$ cat config.mk
export PLATFORM = sky130hd
export DESIGN_NAME = acc_ctrl_regs
export DESIGN_NICKNAME = d
export VERILOG_FILES = /design/src/rtl/acc_ctrl_pkg.sv /design/src/rtl/acc_axil_port.sv /design/src/rtl/acc_run_ctrl.sv /design/src/rtl/acc_arg_bank.sv /design/src/rtl/acc_capture.sv /design/src/rtl/acc_ctrl_regs.sv
export SDC_FILE = /design/constraint.sdc
export NUM_CORES = 1
export LEC_CHECK = 0
export CAP_MARGIN = 15
export CORE_UTILIZATION = 44
export DETAILED_ROUTE_END_ITERATION = 12
export DONT_BUFFER_PORTS = 1
export PLACE_DENSITY_LB_ADDON = 0.05
export SLEW_MARGIN = 0
export SYNTH_ARGS = -nofsm -noshare
export SYNTH_HDL_FRONTEND = slang
export SYNTH_SLANG_ARGS = --single-unit
export TNS_END_PERCENT = 20
$ cat constraint.sdc
create_clock -name clk_i -period 3.1 [get_ports clk_i]
set_input_delay 0.155 -clock clk_i [delete_from_list [all_inputs] [get_ports clk_i]]
set_output_delay 0.155 -clock clk_i [all_outputs]
set_load 0.02 [all_outputs]
$ cat src/rtl/acc_ctrl_pkg.sv
package acc_ctrl_pkg;

  // word indices (byte offset / 4)
  localparam int unsigned W_CTRL   = 0;
  localparam int unsigned W_GIE    = 1;
  localparam int unsigned W_IER    = 2;
  localparam int unsigned W_ISR    = 3;
  localparam int unsigned W_ARG_A  = 4;
  localparam int unsigned W_ARG_B  = 6;
  localparam int unsigned W_STAT   = 8;
  localparam int unsigned W_STAT_V = 9;
  localparam int unsigned W_RES_LO = 10;
  localparam int unsigned W_RES_HI = 11;
  localparam int unsigned W_RES_V  = 12;
  localparam int unsigned W_INSTR  = 13;

  localparam int unsigned N_ARGS = 3;
  localparam int unsigned ARG_IDX [N_ARGS] = '{W_ARG_A, W_ARG_B, W_INSTR};

  // control word bit positions
  localparam int unsigned B_START = 0;
  localparam int unsigned B_DONE  = 1;
  localparam int unsigned B_IDLE  = 2;
  localparam int unsigned B_READY = 3;
  localparam int unsigned B_AUTO  = 7;

  localparam int unsigned N_IRQ_CH = 2;

  localparam logic [1:0] RESP_OKAY = 2'b00;

endpackage

$ cat src/rtl/acc_axil_port.sv
module acc_axil_port
  import acc_ctrl_pkg::*;
#(
  parameter int unsigned ADDR_W = 6,
  parameter int unsigned DATA_W = 32,
  localparam int unsigned IDX_W  = ADDR_W - 2,
  localparam int unsigned STRB_W = DATA_W / 8
) (
  input  logic              clk_i,
  input  logic              rst_ni,
  input  logic [ADDR_W-1:0] awaddr_i,
  input  logic              awvalid_i,
  output logic              awready_o,
  input  logic [DATA_W-1:0] wdata_i,
  input  logic [STRB_W-1:0] wstrb_i,
  input  logic              wvalid_i,
  output logic              wready_o,
  output logic [1:0]        bresp_o,
  output logic              bvalid_o,
  input  logic              bready_i,
  input  logic [ADDR_W-1:0] araddr_i,
  input  logic              arvalid_i,
  output logic              arready_o,
  output logic [DATA_W-1:0] rdata_o,
  output logic [1:0]        rresp_o,
  output logic              rvalid_o,
  input  logic              rready_i,
  output logic              wr_en_o,
  output logic [IDX_W-1:0]  wr_idx_o,
  output logic [DATA_W-1:0] wr_data_o,
  output logic [STRB_W-1:0] wr_strb_o,
  output logic              rd_en_o,
  output logic [IDX_W-1:0]  rd_idx_o,
  input  logic [DATA_W-1:0] rd_word_i
);

  logic              aw_held_q, w_held_q, bvalid_q, rvalid_q;
  logic [IDX_W-1:0]  aw_idx_q;
  logic [DATA_W-1:0] wdata_q, rdata_q;
  logic [STRB_W-1:0] wstrb_q;
  logic              unused_low_bits;

  assign unused_low_bits = ^{awaddr_i[1:0], araddr_i[1:0]};

  // write channel: address and data may arrive in either order
  assign awready_o = !aw_held_q && !bvalid_q;
  assign wready_o  = !w_held_q  && !bvalid_q;
  assign wr_en_o   = aw_held_q && w_held_q;
  assign wr_idx_o  = aw_idx_q;
  assign wr_data_o = wdata_q;
  assign wr_strb_o = wstrb_q;
  assign bvalid_o  = bvalid_q;
  assign bresp_o   = RESP_OKAY;

  always_ff @(posedge clk_i or negedge rst_ni) begin
    if (!rst_ni) begin
      aw_held_q <= 1'b0;
      w_held_q  <= 1'b0;
      bvalid_q  <= 1'b0;
      aw_idx_q  <= '0;
      wdata_q   <= '0;
      wstrb_q   <= '0;
    end else begin
      if (awvalid_i && awready_o) begin
        aw_held_q <= 1'b1;
        aw_idx_q  <= awaddr_i[ADDR_W-1:2];
      end
      if (wvalid_i && wready_o) begin
        w_held_q <= 1'b1;
        wdata_q  <= wdata_i;
        wstrb_q  <= wstrb_i;
      end
      if (wr_en_o) begin
        aw_held_q <= 1'b0;
        w_held_q  <= 1'b0;
        bvalid_q  <= 1'b1;
      end else if (bvalid_q && bready_i) begin
        bvalid_q <= 1'b0;
      end
    end
  end

  // read channel: data is sampled in the accept cycle, side effects fire there too
  assign arready_o = !rvalid_q;
  assign rd_en_o   = arvalid_i && arready_o;
  assign rd_idx_o  = araddr_i[ADDR_W-1:2];
  assign rvalid_o  = rvalid_q;
  assign rdata_o   = rdata_q;
  assign rresp_o   = RESP_OKAY;

  always_ff @(posedge clk_i or negedge rst_ni) begin
    if (!rst_ni) begin
      rvalid_q <= 1'b0;
      rdata_q  <= '0;
    end else if (rd_en_o) begin
      rvalid_q <= 1'b1;
      rdata_q  <= rd_word_i;
    end else if (rvalid_q && rready_i) begin
      rvalid_q <= 1'b0;
    end
  end

  p_bvalid_hold_r2: assert property (@(posedge clk_i) disable iff (!rst_ni)
    bvalid_o && !bready_i |=> bvalid_o);
  p_rvalid_hold_r2: assert property (@(posedge clk_i) disable iff (!rst_ni)
    rvalid_o && !rready_i |=> rvalid_o && $stable(rdata_o));
  p_no_write_with_resp_r2: assert property (@(posedge clk_i) disable iff (!rst_ni)
    bvalid_o |-> !wr_en_o);

endmodule

$ cat src/rtl/acc_run_ctrl.sv
module acc_run_ctrl
  import acc_ctrl_pkg::*;
#(
  parameter int unsigned IDX_W  = 4,
  parameter int unsigned DATA_W = 32,
  localparam int unsigned STRB_W = DATA_W / 8
) (
  input  logic              clk_i,
  input  logic              rst_ni,
  input  logic              wr_en_i,
  input  logic [IDX_W-1:0]  wr_idx_i,
  input  logic [DATA_W-1:0] wr_data_i,
  input  logic [STRB_W-1:0] wr_strb_i,
  input  logic              rd_en_i,
  input  logic [IDX_W-1:0]  rd_idx_i,
  input  logic              core_done_i,
  input  logic              core_idle_i,
  input  logic              core_ready_i,
  output logic              start_o,
  output logic              irq_o,
  output logic [DATA_W-1:0] ctrl_word_o,
  output logic [DATA_W-1:0] gie_word_o,
  output logic [DATA_W-1:0] ier_word_o,
  output logic [DATA_W-1:0] isr_word_o
);

  logic                start_q, start_d, done_q, auto_q, gie_q;
  logic [N_IRQ_CH-1:0] ier_q, isr_q, isr_d, isr_evt, isr_tog;
  logic                wr_ctrl, wr_gie, wr_ier, wr_isr, rd_ctrl;

  assign wr_ctrl = wr_en_i && wr_strb_i[0] && (wr_idx_i == IDX_W'(W_CTRL));
  assign wr_gie  = wr_en_i && wr_strb_i[0] && (wr_idx_i == IDX_W'(W_GIE));
  assign wr_ier  = wr_en_i && wr_strb_i[0] && (wr_idx_i == IDX_W'(W_IER));
  assign wr_isr  = wr_en_i && wr_strb_i[0] && (wr_idx_i == IDX_W'(W_ISR));
  assign rd_ctrl = rd_en_i && (rd_idx_i == IDX_W'(W_CTRL));

  // later assignments take priority: software set wins over handshake clear
  always_comb begin
    start_d = start_q;
    if (core_ready_i && !auto_q) start_d = 1'b0;
    if (core_done_i && auto_q)   start_d = 1'b1;
    if (wr_ctrl && wr_data_i[B_START]) start_d = 1'b1;
  end

  // channel 0 = done, channel 1 = ready; event beats toggle
  assign isr_evt = {core_ready_i, core_done_i};
  assign isr_tog = wr_isr ? wr_data_i[N_IRQ_CH-1:0] : '0;
  assign isr_d   = (isr_q ^ isr_tog) | isr_evt;

  always_ff @(posedge clk_i or negedge rst_ni) begin
    if (!rst_ni) begin
      start_q <= 1'b0;
      done_q  <= 1'b0;
      auto_q  <= 1'b0;
      gie_q   <= 1'b0;
      ier_q   <= '0;
      isr_q   <= '0;
    end else begin
      start_q <= start_d;
      done_q  <= (done_q && !rd_ctrl) || core_done_i;
      isr_q   <= isr_d;
      if (wr_ctrl) auto_q <= wr_data_i[B_AUTO];
      if (wr_gie)  gie_q  <= wr_data_i[0];
      if (wr_ier)  ier_q  <= wr_data_i[N_IRQ_CH-1:0];
    end
  end

  assign start_o = start_q;
  assign irq_o   = gie_q && |(ier_q & isr_q);

  always_comb begin
    ctrl_word_o          = '0;
    ctrl_word_o[B_START] = start_q;
    ctrl_word_o[B_DONE]  = done_q;
    ctrl_word_o[B_IDLE]  = core_idle_i;
    ctrl_word_o[B_READY] = core_ready_i;
    ctrl_word_o[B_AUTO]  = auto_q;
  end
  assign gie_word_o = {{(DATA_W-1){1'b0}}, gie_q};
  assign ier_word_o = {{(DATA_W-N_IRQ_CH){1'b0}}, ier_q};
  assign isr_word_o = {{(DATA_W-N_IRQ_CH){1'b0}}, isr_q};

  p_start_drop_r3: assert property (@(posedge clk_i) disable iff (!rst_ni)
    start_o && core_ready_i && !auto_q && !(wr_ctrl && wr_data_i[B_START]) |=> !start_o);
  p_auto_keep_r4: assert property (@(posedge clk_i) disable iff (!rst_ni)
    start_o && auto_q |=> start_o);
  p_auto_relaunch_r4: assert property (@(posedge clk_i) disable iff (!rst_ni)
    core_done_i && auto_q |=> start_o);
  p_done_sticky_r5: assert property (@(posedge clk_i) disable iff (!rst_ni)
    core_done_i |=> ctrl_word_o[B_DONE]);
  p_isr_ready_set_r7: assert property (@(posedge clk_i) disable iff (!rst_ni)
    core_ready_i |=> isr_word_o[1]);
  p_irq_gated_r8: assert property (@(posedge clk_i) disable iff (!rst_ni)
    !gie_word_o[0] |-> !irq_o);

endmodule

$ cat src/rtl/acc_arg_bank.sv
module acc_arg_bank
  import acc_ctrl_pkg::*;
#(
  parameter int unsigned IDX_W  = 4,
  parameter int unsigned DATA_W = 32,
  localparam int unsigned STRB_W = DATA_W / 8
) (
  input  logic                           clk_i,
  input  logic                           rst_ni,
  input  logic                           wr_en_i,
  input  logic [IDX_W-1:0]               wr_idx_i,
  input  logic [DATA_W-1:0]              wr_data_i,
  input  logic [STRB_W-1:0]              wr_strb_i,
  output logic [N_ARGS-1:0][DATA_W-1:0]  args_o
);

  for (genvar g = 0; g < N_ARGS; g++) begin : g_arg
    logic              hit;
    logic [DATA_W-1:0] word_q;

    assign hit = wr_en_i && (wr_idx_i == IDX_W'(ARG_IDX[g]));

    always_ff @(posedge clk_i or negedge rst_ni) begin
      if (!rst_ni) begin
        word_q <= '0;
      end else if (hit) begin
        for (int b = 0; b < STRB_W; b++) begin
          if (wr_strb_i[b]) word_q[b*8 +: 8] <= wr_data_i[b*8 +: 8];
        end
      end
    end

    assign args_o[g] = word_q;

    p_arg_keep_r9: assert property (@(posedge clk_i) disable iff (!rst_ni)
      !wr_en_i |=> $stable(args_o[g]));
  end

endmodule

$ cat src/rtl/acc_capture.sv
module acc_capture #(
  parameter int unsigned WIDTH = 32
) (
  input  logic             clk_i,
  input  logic             rst_ni,
  input  logic             vld_i,
  input  logic [WIDTH-1:0] data_i,
  input  logic             clr_i,
  output logic [WIDTH-1:0] data_o,
  output logic             vld_o
);

  logic [WIDTH-1:0] data_q;
  logic             vld_q;

  always_ff @(posedge clk_i or negedge rst_ni) begin
    if (!rst_ni) begin
      data_q <= '0;
      vld_q  <= 1'b0;
    end else begin
      if (vld_i) data_q <= data_i;
      vld_q <= (vld_q && !clr_i) || vld_i;
    end
  end

  assign data_o = data_q;
  assign vld_o  = vld_q;

  // shared by status and result instances
  p_valid_set_r10: assert property (@(posedge clk_i) disable iff (!rst_ni)
    vld_i |=> vld_o);
  p_hold_data_r11: assert property (@(posedge clk_i) disable iff (!rst_ni)
    !vld_i |=> $stable(data_o));

endmodule

$ cat src/rtl/acc_ctrl_regs.sv
module acc_ctrl_regs
  import acc_ctrl_pkg::*;
#(
  parameter int unsigned ADDR_W = 6,
  parameter int unsigned DATA_W = 32,
  localparam int unsigned IDX_W  = ADDR_W - 2,
  localparam int unsigned STRB_W = DATA_W / 8,
  localparam int unsigned RES_W  = 2 * DATA_W
) (
  input  logic              clk_i,
  input  logic              rst_ni,
  input  logic [ADDR_W-1:0] awaddr_i,
  input  logic              awvalid_i,
  output logic              awready_o,
  input  logic [DATA_W-1:0] wdata_i,
  input  logic [STRB_W-1:0] wstrb_i,
  input  logic              wvalid_i,
  output logic              wready_o,
  output logic [1:0]        bresp_o,
  output logic              bvalid_o,
  input  logic              bready_i,
  input  logic [ADDR_W-1:0] araddr_i,
  input  logic              arvalid_i,
  output logic              arready_o,
  output logic [DATA_W-1:0] rdata_o,
  output logic [1:0]        rresp_o,
  output logic              rvalid_o,
  input  logic              rready_i,
  output logic              core_start_o,
  input  logic              core_done_i,
  input  logic              core_idle_i,
  input  logic              core_ready_i,
  output logic [DATA_W-1:0] arg_a_o,
  output logic [DATA_W-1:0] arg_b_o,
  output logic [DATA_W-1:0] instr_o,
  input  logic [DATA_W-1:0] stat_i,
  input  logic              stat_vld_i,
  input  logic [RES_W-1:0]  res_i,
  input  logic              res_vld_i,
  output logic              irq_o
);

  logic                          wr_en, rd_en;
  logic [IDX_W-1:0]              wr_idx, rd_idx;
  logic [DATA_W-1:0]             wr_data, rd_word;
  logic [STRB_W-1:0]             wr_strb;
  logic [DATA_W-1:0]             ctrl_word, gie_word, ier_word, isr_word;
  logic [N_ARGS-1:0][DATA_W-1:0] args;
  logic [DATA_W-1:0]             stat_q;
  logic [RES_W-1:0]              res_q;
  logic                          stat_v, res_v, clr_stat_v, clr_res_v;

  acc_axil_port #(.ADDR_W(ADDR_W), .DATA_W(DATA_W)) i_port (
    .clk_i, .rst_ni,
    .awaddr_i, .awvalid_i, .awready_o,
    .wdata_i, .wstrb_i, .wvalid_i, .wready_o,
    .bresp_o, .bvalid_o, .bready_i,
    .araddr_i, .arvalid_i, .arready_o,
    .rdata_o, .rresp_o, .rvalid_o, .rready_i,
    .wr_en_o(wr_en), .wr_idx_o(wr_idx), .wr_data_o(wr_data), .wr_strb_o(wr_strb),
    .rd_en_o(rd_en), .rd_idx_o(rd_idx), .rd_word_i(rd_word)
  );

  acc_run_ctrl #(.IDX_W(IDX_W), .DATA_W(DATA_W)) i_run (
    .clk_i, .rst_ni,
    .wr_en_i(wr_en), .wr_idx_i(wr_idx), .wr_data_i(wr_data), .wr_strb_i(wr_strb),
    .rd_en_i(rd_en), .rd_idx_i(rd_idx),
    .core_done_i, .core_idle_i, .core_ready_i,
    .start_o(core_start_o), .irq_o,
    .ctrl_word_o(ctrl_word), .gie_word_o(gie_word),
    .ier_word_o(ier_word), .isr_word_o(isr_word)
  );

  acc_arg_bank #(.IDX_W(IDX_W), .DATA_W(DATA_W)) i_args (
    .clk_i, .rst_ni,
    .wr_en_i(wr_en), .wr_idx_i(wr_idx), .wr_data_i(wr_data), .wr_strb_i(wr_strb),
    .args_o(args)
  );

  assign arg_a_o = args[0];
  assign arg_b_o = args[1];
  assign instr_o = args[2];

  assign clr_stat_v = rd_en && (rd_idx == IDX_W'(W_STAT_V));
  assign clr_res_v  = rd_en && (rd_idx == IDX_W'(W_RES_V));

  acc_capture #(.WIDTH(DATA_W)) i_stat (
    .clk_i, .rst_ni, .vld_i(stat_vld_i), .data_i(stat_i),
    .clr_i(clr_stat_v), .data_o(stat_q), .vld_o(stat_v)
  );

  acc_capture #(.WIDTH(RES_W)) i_res (
    .clk_i, .rst_ni, .vld_i(res_vld_i), .data_i(res_i),
    .clr_i(clr_res_v), .data_o(res_q), .vld_o(res_v)
  );

  always_comb begin
    rd_word = '0;
    if      (rd_idx == IDX_W'(W_CTRL))   rd_word = ctrl_word;
    else if (rd_idx == IDX_W'(W_GIE))    rd_word = gie_word;
    else if (rd_idx == IDX_W'(W_IER))    rd_word = ier_word;
    else if (rd_idx == IDX_W'(W_ISR))    rd_word = isr_word;
    else if (rd_idx == IDX_W'(W_ARG_A))  rd_word = args[0];
    else if (rd_idx == IDX_W'(W_ARG_B))  rd_word = args[1];
    else if (rd_idx == IDX_W'(W_INSTR))  rd_word = args[2];
    else if (rd_idx == IDX_W'(W_STAT))   rd_word = stat_q;
    else if (rd_idx == IDX_W'(W_STAT_V)) rd_word = {{(DATA_W-1){1'b0}}, stat_v};
    else if (rd_idx == IDX_W'(W_RES_LO)) rd_word = res_q[DATA_W-1:0];
    else if (rd_idx == IDX_W'(W_RES_HI)) rd_word = res_q[RES_W-1:DATA_W];
    else if (rd_idx == IDX_W'(W_RES_V))  rd_word = {{(DATA_W-1){1'b0}}, res_v};
  end

  p_read_clears_stat_v_r10: assert property (@(posedge clk_i) disable iff (!rst_ni)
    clr_stat_v && !stat_vld_i |=> !stat_v);
  p_read_clears_res_v_r11: assert property (@(posedge clk_i) disable iff (!rst_ni)
    clr_res_v && !res_vld_i |=> !res_v);

endmodule

==> out/metrics.cfg, run 1 <==
[run_status]
status = finished, violations left
violations = hold timing

[layout]
syn_to_final_growth_pct = 23.89
drive_gt1_share_pct = 31.52
fin_util_pct = 55.38
fin_nets = 1161
stdcell_count = 1370

[global_route]
overflow = 0
grt_pass1_wl_um = 52270
antenna_found_initial = 2
gr-usage-all-layers_pct = 24.23
grt_pass1_vias = 8622
grt_max_degree = 279

[routing]
drc = 0
dr.pass1.iters = 6
vias_per_cell = 5.793
final_antenna_net_count = 0
vias = 7937
initialDrtViolationCount = 532
routed_wl_um = 33800
wire_per_inst_um = 24.67

[setup_path]
crit_path_max_fanout = 38
r2r_cells = 7
critPathMaxStageDelay_ns = 0.58
rrSetupSlack_ns = 0.53
critical_path.cell_chain = inv_1 -> nand2_2 -> buf_4 -> a2111oi_0 -> a222oi_1 -> o21ai_0 -> dlygate4sd3_1
cp-end-kind = flip-flop
crit_slowest_cell = dlygate4sd3_1
crit_type = flip-flop to flip-flop
crit_family = buffers and inverters
worstPathArrival_ns = 2.99
path_buf_inv = 3
r2r_end = i_port.rdata_o[1]
start_kind = flip-flop
rr_startpoint = i_port.rvalid_o
required_ns = 3.53
path_depth = 7

[cts]
clkSlewWorstSetupHoldPaths_ns = 0.06
root_buffer = clkbuf_16
clock_latency_ns = 0.55
clock_path_buffers = 3
post_cts_resized = 0
cts-buffers-inserted = 31
cts_setup_buffers = 0
htree_num_levels = 1
cts_tree = built
cts_hold_buffers = 152
cts.sinks = 278

[floorplan]
start_util_pct = 44.70
die_h_um = 167.2
core_um2 = 26880
std_cell_rows = 60
fp.dieW_um = 167.2
die_area_um2 = 27970
io_pins = 295

[power]
power_density_nw_per_um2 = 780.7
ir_drop_mv = 0.3961
p_leak_nw = 6.568

[placed_design]
dp_hpwl_um = 21810
gp_congestion = 0.8189
placed_cells = 1161
io_buffers = 0

[sta]
period_needed_ns = 2.565
fin_skew_ns = 0.008662
relSlewSlack_pct = 24.00
fin_crit_sh_pct = 82.75
tightest_slew_ns = 1.140
finalSetupTns_ns = 0
holdWs_ns = -0.6888
slew_viol_final = 0
rsz0062_at_grt = no
final-setup-viol-count = 0
hold_violations = 278
max_freq_mhz = 389.8

[synth]
syn_avg_cell_area_um2 = 13.89
syn_area_um2 = 12010
synth-seq-cells = 278
async_flop_share_pct = 100.0
synth_edf_count = 0
ys_warn_count = 0
synth_cell_types = 52
seq_area_frac_synth_pct = 57.90
synthFlopType = dfrtp_1
netlist_instances = 865

[worst_hold_path]
worstHoldPathType = input pin to async pin

[flow_run]
drv_cap = 0

==> kinds of logic after synthesis <==
group                     synth area share, %
DFF                                     57.90
muxes                                   24.87
AOI/OAI and AO/OA                       9.363
and+or+nand+nor                         5.218
buffers and inverters                   2.468
xor gates and xnor gates               0.1458
other                                 0.03121
==> synthesized netlist by cell type, drive strengths merged, types with 3 or more instances <==
| cell | count | area (um^2) |
|---|---|---|
| and2 | 3 | 18.77 |
| nor3 | 7 | 57.55 |
| inv | 6 | 22.52 |
| o21ai | 37 | 185.2 |
| dfrtp | 278 | 6957 |
| buf | 24 | 141.4 |
| a221oi | 25 | 219.0 |
| mux2i | 27 | 270.3 |
| nand2b | 9 | 63.81 |
| nor2b | 30 | 187.7 |
| nand3 | 3 | 20.02 |
| a22o | 30 | 262.8 |
| clkbuf | 35 | 132.6 |
| a222oi | 5 | 50.05 |
| mux2 | 241 | 2718 |
| a21o | 5 | 37.54 |
| a22oi | 31 | 232.7 |
| nand2 | 24 | 140.1 |
| nor2 | 15 | 56.30 |
| a21oi | 5 | 25.02 |
==> flip-flops by register name, summed over array words and instances (netlist names) <==
name                 flops
i_run.isr_q              2
i_port.wr_idx_o          4
i_run.done_q             1
i_res.data_o            64
i_run.start_o            1
i_port.bvalid_o          1
i_port.rdata_o          32
i_stat.vld_o             1
i_run.auto_q             1
i_port.wr_strb_o         4
i_args.g_arg.word_q     96
i_run.ier_q              2
i_port.rvalid_o          1
i_res.vld_o              1
i_port.wr_data_o        32
i_port.w_held_q          1
i_port.aw_held_q         1
i_stat.data_o           32
i_run.gie_q              1
==> power breakdown <==
part / leakage (nW) / total (mW) / switching, mW / internal (mW)
sequential: 3.50 / 6.22 / 1.66 / 4.56
combinational: 2.56 / 1.77 / 0.673 / 1.10
clock: 0.510 / 3.63 / 1.43 / 2.20
total: 6.57 / 11.6 / 3.76 / 7.86
==> layer usage <==
layer	vias to the layer above	GRT usage (%)	wire length [um]
met5	-	0	0
met4	0	5.185	493
met3	48	8.414	3038
met2	278	42.26	16980
met1	4126	28.84	13290
li1	3485	-	-
==> through the flow <==
step	total power [mW]	setup slack, ns	area [um^2]	hold slack (ns)
6_report	11.62	0.5346	14880	-0.6888
4_1_cts	11.71	0.5668	14880	-0.7062
3_5_place_dp	7.866	0.9373	12310	-0.1337
5_1_grt	12.16	0.4825	14880	-0.7166
2_1_floorplan	7.259	1.253	12030	-0.1406
3_3_place_gp	7.737	0.9498	12310	-0.1329
==> cell usage in the layout, fill, tap and decap left out, types with 6 or more instances in the layout <==
master,Yosys,routed
dfrtp_1,278,278
mux2_2,235,235
dlygate4sd3_1,0,150
o21ai_0,36,36
a22oi_1,31,31
clkbuf_16,0,31
nor2b_1,30,30
a22o_1,30,30
mux2i_1,27,27
a221oi_1,25,25
nor2_1,15,12
nand2_1,12,11
buf_4,4,10
nand2_2,8,9
clkbuf_8,0,9
nand2b_1,8,7
clkinv_2,0,7
inv_1,6,6
clkbuf_1,34,6
==> worst max path at each step <==
stage | from | end | slack (ns)
after floorplan | i_port.bvalid_o | i_port.wr_data_o[10] | 1.25
after CTS | i_port.rvalid_o | i_port.rdata_o[1] | 0.57
after global routing | i_port.rvalid_o | i_port.rdata_o[1] | 0.48
final | i_port.rvalid_o | i_port.rdata_o[1] | 0.53
after detailed placement | i_port.bvalid_o | i_port.wr_data_o[23] | 0.94
after global placement | i_port.bvalid_o | i_port.wr_data_o[18] | 0.95
==> final cells by class <==
class | instances | area (um^2)
fill | 2260 | 11990
sequential | 278 | 6957
multi-input combinational | 525 | 4807
timing repair buffer | 163 | 1644
clock buffer | 46 | 922.1
tap | 341 | 426.7
clock inverter | 10 | 102.6
inverter | 6 | 22.52
antenna | 1 | 2.502
Power figures use the tool's default switching activity.
==> run 2, diff against run 1 <==
Clock period 3.1 ns to 2.05 ns, I/O delays scaled along.
==> run 2 against run 1 <==
Effect of this change: count of clock-buffer cells in the layout rose by 4; sequential cell count did not move; final cell count rose by 3.7%; largest cell class unchanged; non-clock buffer count up 50; clock power is 50% higher; the flow still finishes with violations (hold timing); register-to-register slack worse by 0.46 ns; via count rose by 3.1%.
==> out/metrics.cfg, run 2 (synthesis gave the netlist of run 1 again) <==
[sta]
holdWs_ns = -0.7507  ; -0.06191 ns
slew_viol_final = 0  ; unchanged
relSlewSlack_pct = 38.58  ; +15 points
rsz0062_at_grt = no
period_needed_ns = 1.996
final-setup-viol-count = 0  ; unchanged
finalSetupTns_ns = 0  ; unchanged
fin_crit_sh_pct = 97.36
layout_setup_ws_ns = 0.05419  ; -0.4804 ns
fin_skew_ns = 0.01320  ; +0.004536 ns
hold_violations = 278  ; unchanged
tightest_slew_ns = 0.9213  ; -0.2188 ns
max_freq_mhz = 501.1

[cts]
htree_num_levels = 1  ; unchanged
cts_tree = built
cts_setup_buffers = 0  ; unchanged
cts.sinks = 278  ; unchanged
cts_hold_buffers = 191  ; +26%
root_buffer = clkbuf_16
clock_path_buffers = 3  ; unchanged
clock_latency_ns = 0.56  ; about the same
cts-buffers-inserted = 31  ; unchanged
clkSlewWorstSetupHoldPaths_ns = 0.06  ; about the same

[layout]
fin_util_pct = 57.14  ; +1.8 points
final_common_cell = dfrtp_1
fillers = 2173  ; -3.8%
fin_nets = 1211  ; +4.3%
top_register = i_args.g_arg.word_q
seq_area_um2 = 6958  ; about the same
mostFrequentLayoutCells = dfrtp_1, mux2_2, dlygate4sd3_1
multi_input_area_um2 = 4807  ; unchanged
largest_register_ffs = 96  ; unchanged
syn_to_final_growth_pct = 27.82
drive_gt1_share_pct = 30.83  ; -0.69 points

[floorplan]
fp.dieW_um = 167.2  ; unchanged
std_cell_rows = 60  ; unchanged
io_pins = 295  ; unchanged
start_util_pct = 44.70  ; unchanged
die_h_um = 167.2  ; unchanged
die_area_um2 = 27970  ; unchanged
core_um2 = 26880  ; unchanged

[routing]
wire_per_inst_um = 24.61  ; -0.25%
vias = 8181  ; +3.1%
routed_wl_um = 34970  ; +3.5%
final_antenna_net_count = 0  ; unchanged
drc = 0  ; unchanged
vias_per_cell = 5.757  ; -0.63%
initialDrtViolationCount = 579  ; +8.8%
dr.pass1.iters = 5  ; -1

[flow_run]
drv_cap = 0  ; unchanged

[setup_path]
cp-end-kind = flip-flop
crit_path_max_fanout = 38  ; unchanged
crit_type = input pin to flip-flop
start_kind = input pin
worstPathArrival_ns = 2.43  ; -0.56 ns
required_ns = 2.48  ; -1.05 ns

[run_status]
violations = hold timing
status = finished, violations left

[global_route]
gr-usage-all-layers_pct = 25.12  ; +0.90 points
overflow = 0  ; unchanged
grt_max_degree = 279  ; unchanged
grt_pass1_wl_um = 53740  ; +2.8%
antenna_found_initial = 3  ; +1
grt_pass1_vias = 8845  ; +2.6%

[placed_design]
post-place-ws_ns = 0.2904  ; -0.6469 ns
io_buffers = 0  ; unchanged
dp_hpwl_um = 21770  ; -0.18%
gp_congestion = 0.8129  ; -0.73%

[power]
ir_drop_mv = 0.7182  ; +81%
power_density_nw_per_um2 = 1158  ; +48%
p_leak_nw = 6.771  ; +3.1%

[worst_hold_path]
worstHoldPathType = input pin to async pin

[run 2: metal layers]
| metal | share of wire, % | up-vias | GRT usage, % |
|---|---|---|---|
| met1 | 39 | 4206 | 29.74 |
| met3 | 8.7 | 60 | 7.634 |
| met5 | 0 | - | 0 |
| met2 | 50 | 330 | 44.15 |
| met4 | 2.5 | 0 | 6.901 |
| li1 | - | 3585 | - |
[run 2: layout make-up]
cell class	count	share of cell area (%)
flip-flops and latches	278	45.31
multi-input cells	525	31.30
repair buffers	213	13.87
clock buffers	50	6.168
well taps	341	2.778
clock inverters	5	0.3748
inverters	6	0.1467
diodes	3	0.04889
[run 2: path summary, 6_finish.rpt]
kind,start,to,slack (ns),cells past startpoint
min reg2reg,i_res.data_o[19],i_res.data_o[19],0.50,1
max,araddr_i[2],i_stat.vld_o,0.05,5
min,rst_ni,i_port.bvalid_o,-0.75,0
max in group asynchronous,rst_ni,i_res.data_o[35],2.05,0
min in group clk_i,araddr_i[2],i_port.rdata_o[0],0.01,4
max reg2reg,i_port.rvalid_o,i_stat.vld_o,0.07,6
[run 2: report_power, final]
group	leakage, nW	internal, mW	total, mW	switching [mW]
Clock	0.495	3.25	5.44	2.19
Sequential	3.50	6.89	9.42	2.52
Combinational	2.78	1.85	2.93	1.07
[run 2: repair_timing]
item                                    CTS  global route
endpoints found under the setup margin    0             2
resized for setup                         0             2
hold endpoints to repair                443           278
[run 2: through the flow]
| step | std cells | total power, mW | area, um^2 |
|---|---|---|---|
| after floorplan | 868 | 10.98 | 12030 |
| after global placement | 1172 | 11.78 | 12400 |
| after detailed placement | 1172 | 11.97 | 12400 |
| after CTS | 1418 | 17.91 | 15350 |
| after global routing | 1421 | 18.57 | 15360 |
| final | 1421 | 17.78 | 15360 |
[run 2: worst max-delay path: stages]
cell and delay, ns:
dlygate4sd3_1 1.05, inv_1 0.24, o41ai_1 0.39, nand2b_1 0.08
dlygate4sd3_1 0.56
==> run 3, diff against run 2 <==
Clock period 2.05 ns to 2.1 ns, I/O delays scaled along.
==> run 3 against run 2 <==
Effect of this change: the flow still finishes with violations (hold timing); register-to-register slack better by 0.04 ns; largest cell class unchanged; largest power group unchanged; hold slack worse by 0.0021 ns; core utilization hardly changed; critical endpoint is now i_port.rdata_o[30]; sequential cell count stayed put; cell area hardly changed; die area stayed put; combinational power is 3% lower; non-clock buffer count is 3 lower.
==> out/metrics.cfg, run 3 (synthesis gave the netlist of run 1 again) <==
[routing]
dr.pass1.iters = 5  ; unchanged
vias_per_cell = 5.736  ; -0.37%
wire_per_inst_um = 24.42  ; -0.75%
vias = 8151  ; -0.37%
initialDrtViolationCount = 440  ; -24%
routed_wl_um = 34710  ; -0.75%
final_antenna_net_count = 0  ; unchanged
drc = 0  ; unchanged

[power]
p_switching_mw = 5.640  ; -2.5%
switching_share_pct = 32.51  ; about the same
p_leak_nw = 6.780  ; +0.13%
p_comb_share_pct = 16.4  ; about the same
ir_drop_mv = 0.6930  ; -3.5%
power_density_nw_per_um2 = 1129  ; -2.5%
p_clk_share_pct = 30.7  ; about the same
intPower_mw = 11.71  ; -2.4%
seqPwrFrac_pct = 52.9  ; about the same
p_total_mw = 17.35  ; -2.4%

[flow_run]
drv_cap = 0  ; unchanged

[cts]
cts.sinks = 278  ; unchanged
cts_hold_buffers = 191  ; unchanged
root_buffer = clkbuf_16
clock_latency_ns = 0.56  ; about the same
cts-buffers-inserted = 31  ; unchanged
clock_path_buffers = 3  ; unchanged
htree_num_levels = 1  ; unchanged
cts_setup_buffers = 0  ; unchanged
clkSlewWorstSetupHoldPaths_ns = 0.06  ; about the same
cts_tree = built

[layout]
drive_gt1_share_pct = 31.20  ; +0.37 points
syn_to_final_growth_pct = 27.86  ; about the same
mostFrequentLayoutCells = dfrtp_1, mux2_2, dlygate4sd3_1
largest_register_ffs = 96  ; unchanged
final_common_cell = dfrtp_1
top_register = i_args.g_arg.word_q
stdcell_count = 1421  ; unchanged
multi_input_area_um2 = 4815  ; +0.16%
fillers = 2180  ; +0.32%
final_cell_area_um2 = 15360  ; about the same
fin_nets = 1208  ; -0.25%
seq_area_um2 = 6958  ; unchanged

[run_status]
status = finished, violations left
violations = hold timing

[sta]
final-setup-viol-count = 0  ; unchanged
fin_skew_ns = 0.01787  ; +0.004668 ns
hold_violations = 278  ; unchanged
rsz0062_at_grt = no
period_needed_ns = 1.987
relSlewSlack_pct = 32.91  ; -5.7 points
fin_crit_sh_pct = 94.63
holdWs_ns = -0.7529  ; -0.002134 ns
slew_viol_final = 0  ; unchanged
tightest_slew_ns = 1.006  ; +0.08507 ns
finalSetupTns_ns = 0  ; unchanged
max_freq_mhz = 503.2

[floorplan]
core_um2 = 26880  ; unchanged
std_cell_rows = 60  ; unchanged
fp.dieW_um = 167.2  ; unchanged
start_util_pct = 44.70  ; unchanged
io_pins = 295  ; unchanged
die_area_um2 = 27970  ; unchanged
die_h_um = 167.2  ; unchanged

[global_route]
grt_max_degree = 279  ; unchanged
gr-usage-all-layers_pct = 24.86  ; -0.27 points
grt_pass1_vias = 8851  ; +0.068%
overflow = 0  ; unchanged
antenna_found_initial = 3  ; unchanged
grt_pass1_wl_um = 53050  ; -1.3%

[placed_design]
io_buffers = 0  ; unchanged
dpl_cell_area_um2 = 12380  ; -0.18%
gp_congestion = 0.8011  ; -1.5%
dp_hpwl_um = 21700  ; -0.32%
placed_cells = 1169  ; -0.26%

[setup_path]
worstPathArrival_ns = 2.43  ; about the same
required_ns = 2.55  ; +0.07 ns
start_kind = flip-flop
crit_path_max_fanout = 2  ; -95%
cp-end-kind = flip-flop
crit_type = flip-flop to flip-flop

[worst_hold_path]
worstHoldPathType = input pin to async pin

==> run 3: changes by cell type in the layout (fill, tap and decap cells not counted), sizes merged <==
cell	before	now
buf	24	21
clkbuf	50	48
clkinv	3	8
dlygate4sd3	189	188
dlymetal6s4s	0	1
==> run 3: layer usage <==
| layer | global-route usage (%) | vias to the layer above | wire, um | part of all wire, % |
|---|---|---|---|---|
| met5 | 0.6957 | - | 8 | 0.023 |
| met4 | 8.097 | 2 | 949 | 2.7 |
| met3 | 8.083 | 62 | 2958 | 8.5 |
| met2 | 42.90 | 310 | 17250 | 50 |
| met1 | 29.20 | 4205 | 13540 | 39 |
| li1 | - | 3572 | - | - |
==> run 3: worst paths after layout <==
kind | start | end | cells past startpoint | slack [ns]
setup / recovery | i_res.data_o[62] | i_port.rdata_o[30] | 5 | 0.11
hold / removal | rst_ni | i_port.wr_data_o[6] | 0 | -0.75
setup reg to reg | i_res.data_o[62] | i_port.rdata_o[30] | 5 | 0.11
hold reg to reg | i_res.data_o[19] | i_res.data_o[19] | 1 | 0.50
max in group asynchronous | rst_ni | i_res.data_o[38] | 0 | 2.03
min in group clk_i | araddr_i[5] | i_port.rdata_o[1] | 3 | 0.02
==> run 3: area by class of cell <==
type	instances	area share, %
Inverter	6	0.1466
Tap cell	341	2.778
Antenna cell	3	0.04887
Clock buffer	48	6.117
Clock inverter	10	0.5376
Sequential cell	278	45.30
Timing Repair Buffer	210	13.73
Multi-Input combinational cell	525	31.34
==> run 3: repair_timing <==
| action | CTS | global route |
|---|---|---|
| hold endpoints to repair | 435 | 278 |
| endpoints found under the setup margin | 0 | 3 |
| resized for setup | 0 | 4 |
==> run 3: worst max-delay path: stages (launching register included) <==
cell,delay (ns)
dfrtp_1,0.37
mux2_1,0.30
dlygate4sd3_1,0.57
a222oi_1,0.29
o21ai_0,0.13
a22o_1,0.22
==> run 3: power by group through the flow <==
| stage | sequential [mW] | clock (mW) | combinational (mW) |
|---|---|---|---|
| 5_1_grt | 9.39 | 5.68 | 3.08 |
| 3_3_place_gp | 9.19 | 0 | 2.29 |
| 2_1_floorplan | 8.64 | 0 | 2.08 |
| 6_report | 9.19 | 5.33 | 2.84 |
| 3_5_place_dp | 9.27 | 0 | 2.38 |
| 4_1_cts | 9.17 | 5.46 | 2.84 |
==> run 3: per-stage QoR <==
step           worst slack (ns)  utilization [%]
6_report                 0.1128            57.16
5_1_grt                 0.03600            57.15
4_1_cts                 0.01808            57.09
3_5_place_dp             0.3134            46.07
3_3_place_gp             0.3594            46.07
2_1_floorplan            0.2526                -
